File: config.mk
export PLATFORM = sky130hd
export DESIGN_NAME = hbridge_steer
export DESIGN_NICKNAME = d
export VERILOG_FILES = /design/src/rtl/hb_pkg.sv /design/src/rtl/hb_shadow.sv /design/src/rtl/hb_pin_mux.sv /design/src/rtl/hbridge_steer.sv
export SDC_FILE = /design/constraint.sdc
export NUM_CORES = 1
export LEC_CHECK = 0
export CAP_MARGIN = 20
export CORE_MARGIN = 1
export CORE_UTILIZATION = 35
export DETAILED_ROUTE_END_ITERATION = 12
export HOLD_SLACK_MARGIN = 0.06
export PLACE_DENSITY_LB_ADDON = 0.15
export SYNTH_ARGS = -nofsm -noshare
export SYNTH_HDL_FRONTEND = slang
export SYNTH_SLANG_ARGS = --single-unit
File: constraint.sdc
create_clock -name clk -period 2 [get_ports clk]
set_clock_uncertainty 0.15 [all_clocks]
set_input_delay 0.3 -clock clk [delete_from_list [all_inputs] [get_ports clk]]
set_output_delay 0.3 -clock clk [all_outputs]
set_load 0.01 [all_outputs]
File: src/rtl/hb_pkg.sv
package hb_pkg;

    typedef enum logic [1:0] {
        HB_OFF  = 2'b00,
        HB_HALF = 2'b01,
        HB_FULL = 2'b10,
        HB_DUAL = 2'b11
    } hb_mode_e;

    typedef struct packed {
        hb_mode_e mode;
        logic     sign;
        logic     recirc;
    } hb_cfg_t;

    localparam hb_cfg_t HB_CFG_RST = '{mode: HB_OFF, sign: 1'b0, recirc: 1'b0};

endpackage

File: src/rtl/hb_shadow.sv
module hb_shadow
    import hb_pkg::*;
(
    input  logic    clk,
    input  logic    rst_n,
    input  logic    load,
    input  hb_cfg_t cfg_i,
    output hb_cfg_t cfg_o
);

    hb_cfg_t cfg_d, cfg_q;

    always_comb begin
        cfg_d = cfg_q;
        if (load) begin
            cfg_d = cfg_i;
        end
    end

    always_ff @(posedge clk or negedge rst_n) begin
        if (!rst_n) begin
            cfg_q <= HB_CFG_RST;
        end else begin
            cfg_q <= cfg_d;
        end
    end

    assign cfg_o = cfg_q;

endmodule

File: src/rtl/hb_pin_mux.sv
module hb_pin_mux
    import hb_pkg::*;
(
    input  hb_cfg_t  cfg,
    input  hb_mode_e partner_mode,
    input  logic     pwm,
    output logic     pin_p,
    output logic     pin_m,
    output logic     oe_p,
    output logic     oe_m
);

    logic bridge_on;
    logic wave;

    always_comb begin
        bridge_on = (cfg.mode == HB_FULL) ||
                    ((cfg.mode == HB_DUAL) && (partner_mode == HB_DUAL));
        wave  = pwm ^ cfg.recirc;
        pin_p = 1'b0;
        pin_m = 1'b0;
        oe_p  = 1'b0;
        oe_m  = 1'b0;
        if (cfg.mode == HB_HALF) begin
            pin_p = pwm;
            oe_p  = 1'b1;
        end else if (bridge_on) begin
            oe_p  = 1'b1;
            oe_m  = 1'b1;
            if (cfg.sign) begin
                pin_p = cfg.recirc;
                pin_m = wave;
            end else begin
                pin_p = wave;
                pin_m = cfg.recirc;
            end
        end
    end

endmodule

File: src/rtl/hbridge_steer.sv
module hbridge_steer
    import hb_pkg::*;
#(
    parameter int NPAIR = 1
) (
    input  logic                 clk,
    input  logic                 rst_n,
    input  logic [2*NPAIR-1:0]   period_start,
    input  logic [2*NPAIR-1:0]   pwm_in,
    input  logic [4*NPAIR-1:0]   mode_in,
    input  logic [2*NPAIR-1:0]   sign_in,
    input  logic [2*NPAIR-1:0]   recirc_in,
    output logic [2*NPAIR-1:0]   pin_p,
    output logic [2*NPAIR-1:0]   pin_m,
    output logic [2*NPAIR-1:0]   oe_p,
    output logic [2*NPAIR-1:0]   oe_m
);

    localparam int NCH = 2 * NPAIR;

    hb_cfg_t          act_cfg [NCH];
    logic [2*NCH-1:0] act_mode;

    for (genvar c = 0; c < NCH; c++) begin : g_ch
        localparam int EV = (c / 2) * 2;
        localparam int OD = EV + 1;
        localparam int PT = (c == EV) ? OD : EV;

        logic    pend_dual;
        logic    load;
        hb_cfg_t pend_cfg;

        // Joined pair: both channels take settings on the even strobe.
        assign pend_dual = (mode_in[2*EV +: 2] == 2'b11) && (mode_in[2*OD +: 2] == 2'b11);
        assign load      = (c == EV) ? period_start[EV]
                                     : (pend_dual ? period_start[EV] : period_start[c]);
        assign pend_cfg  = '{mode:   hb_mode_e'(mode_in[2*c +: 2]),
                             sign:   sign_in[c],
                             recirc: recirc_in[c]};

        hb_shadow u_shadow (
            .clk   (clk),
            .rst_n (rst_n),
            .load  (load),
            .cfg_i (pend_cfg),
            .cfg_o (act_cfg[c])
        );

        hb_pin_mux u_mux (
            .cfg          (act_cfg[c]),
            .partner_mode (act_cfg[PT].mode),
            .pwm          (pwm_in[c]),
            .pin_p        (pin_p[c]),
            .pin_m        (pin_m[c]),
            .oe_p         (oe_p[c]),
            .oe_m         (oe_m[c])
        );

        assign act_mode[2*c +: 2] = act_cfg[c].mode;
    end

endmodule

==> flow_summary.ini <==
[worst_setup_path]
reg2reg_slack_ns = 0.93
cp-end-kind = output port
r2r_end = g_ch[1].u_shadow.cfg_o[2]
start_kind = flip-flop
critPathArrivalTime_ns = 1.45
cp.required_ns = 1.55
worst-setup-path-type = reg2out
reg2reg_depth = 2
reg2reg_from = g_ch[1].u_shadow.cfg_o[2]
crit_start = g_ch[0].u_shadow.cfg_o[2]
critPathMaxFanout = 4
critPathCapture = oe_m[1]

[floorplan]
row_count = 13
core_area_um2 = 1334
dieHeight_um = 40.47
die_area_um2 = 1638
start_util_pct = 38.84
ios = 22
die_x_um = 40.47

[cells_and_area]
final_common_cell = clkdlybuf4s50_1
drive_above_1_share_pct = 19.72
n_fill_cell = 146
mostFrequentLayoutCells = clkdlybuf4s50_1 (14), dfrtp_1 (8), o21ai_0 (5), dlygate4sd2_1 (5)
largest_reg_flops = 8
area_delta_synth_final_pct = 43.96
insertedDiodeCount = 0
nNetsFinal = 87

[sta]
finalSetupTns_ns = 0
period_minus_slack_ns = 1.899
setup_slack_ns = 0.1006
maxClockFrequency_mhz = 526.5
setup_viol = 0
finalHoldViolCount = 0
slew_headroom_pct = 76.29
drv_slew = 0
whs_ns = 0.1792
tightestPinTransition_ns = 0.3545
period_share_pct = 94.97
rsz0062_at_grt = false

[global_route]
grt_pass1_vias = 356
antenna_found_initial = 0
grt_pass1_wl_mm = 1.538
grt_usage_pct = 15.36
overflow = 0
grt_max_degree = 9

[power_and_ir_drop]
seqPwrFrac_pct = 41.3
ir_drop_mv = 0.3758
p_leak_nw = 0.3525
power_frac_clock_pct = 25.1
power.internal_mw = 0.3412
switchingPower_mw = 0.1230
power_frac_comb_pct = 33.6
switching_share_pct = 26.49
pwr_density_cell_nw_per_um2 = 622.4

[place]
hpwl_um = 712.1
place_ws_ns = -0.1784
port-buffer-count = 21
gp_congestion = 0.6615

[clock_tree]
htreeDepth = 1
clkLatencyLatePin_ns = 0.24
clkTransAtPathRegs_ns = 0.05
cts.path.max_buffers = 2
cts-root-buf = clkbuf_4
cts_made_buffers = 3
cts_hold_buf = 0
clock-sinks = 8
cts_tree = done

[drt]
dr.pass1.iters = 2
vias = 389
avgViaCountPerCell = 4.523
routedWlPerCell_um = 9.942
routed_wl_um = 855
drcViolationCount = 0
drt_iter0_drc = 1
route.antenna.remaining_nets = 0

[synth]
synth.avg_cell_area_um2 = 10.16
synth_area_um2 = 518.0
ys_ff_latch = 8
synth-warning-count = 0
synth.distinct_cells = 15
synthCells = 51
ys_seq_area_share_pct = 38.65
synth_nets = 65

[run]
maxCapViolCount = 0

[hold_path]
hp-class = in2async

[run_status]
status = finished, final reports clean
-- critical path: stages, from the launching register on --
cell,delay (ns)
dfrtp_1,0.38
and2_1,0.15
o21ai_2,0.15
inv_1,0.05
clkdlybuf4s50_1,0.47
-- cells in the mapped netlist --
library cell,n,area share [%]
nand2_1,3,2.2
mux2_2,3,6.5
xor2_1,2,3.4
mux2_1,4,8.7
o21ai_0,7,6.8
nand3b_1,2,2.9
dfrtp_1,8,39
buf_4,8,12
nor2_1,2,1.4
and2_1,2,2.4
inv_1,4,2.9
nand4_2,1,2.4
mux2i_4,1,4.3
xnor2_1,2,3.4
nor2b_1,2,2.4
-- power groups by stage --
stage                     Sequential, mW  Clock [mW]  Combinational, mW
final                              0.192       0.116              0.156
after global routing               0.195       0.129              0.174
after floorplan                    0.193           0              0.100
after global placement             0.194           0              0.163
after detailed placement           0.195           0              0.166
after CTS                          0.192       0.123              0.161
-- routing by layer --
layer	part of all wire, %	global-route usage [%]	up-vias
met1	48	18.97	166
met5	0	0	-
li1	-	-	206
met3	5.6	3.333	2
met4	0.94	12.50	0
met2	45	22.62	15
-- metrics by stage --
stage	instances	area, um2	power (mW)	util, %
detailed placement	83	716.9	0.3608	53.75
global placement	83	716.9	0.3576	53.75
floorplan	51	518.0	0.2936	-
CTS	86	740.7	0.4753	55.53
finish	86	745.7	0.4641	55.91
global route	86	745.7	0.4977	55.91
-- final cells by class --
type	instances	area, um2	area share (%)
Clock buffer	3	22.52	3.020
Timing Repair Buffer	25	239.0	32.05
Inverter	4	15.01	2.013
Tap cell	15	18.77	2.517
Multi-Input combinational cell	31	250.2	33.56
Sequential cell	8	200.2	26.85
-- logic make-up (layout without fill, tap and decap cells) --
kind of cell,after synthesis,after routing,synth area share (%)
multiplexers,8,8,19.56
AO/OA/AOI/OAI,7,7,6.763
buffers and inverters,12,32,14.49
AND/OR/NAND/NOR,12,12,13.77
XOR/XNOR,4,4,6.765
flip-flops,8,8,38.65
-- repair_timing --
item                                    in CTS  in global routing
buffers inserted                             0                  0
endpoints found under the setup margin       8                  2
resized for setup                            9                  2
-- worst min-delay path by stage --
stage	start	slack, ns	end
global placement	g_ch[1].u_shadow.cfg_o[1]	0.38	g_ch[1].u_shadow.cfg_o[1]
CTS	rst_n	0.18	g_ch[1].u_shadow.cfg_o[1]
detailed placement	g_ch[1].u_shadow.cfg_o[1]	0.39	g_ch[1].u_shadow.cfg_o[1]
floorplan	rst_n	-0.15	g_ch[0].u_shadow.cfg_o[0]
finish	rst_n	0.18	g_ch[1].u_shadow.cfg_o[1]
global route	rst_n	0.21	g_ch[1].u_shadow.cfg_o[1]
No activity file was read; power rests on OpenSTA's default activity.
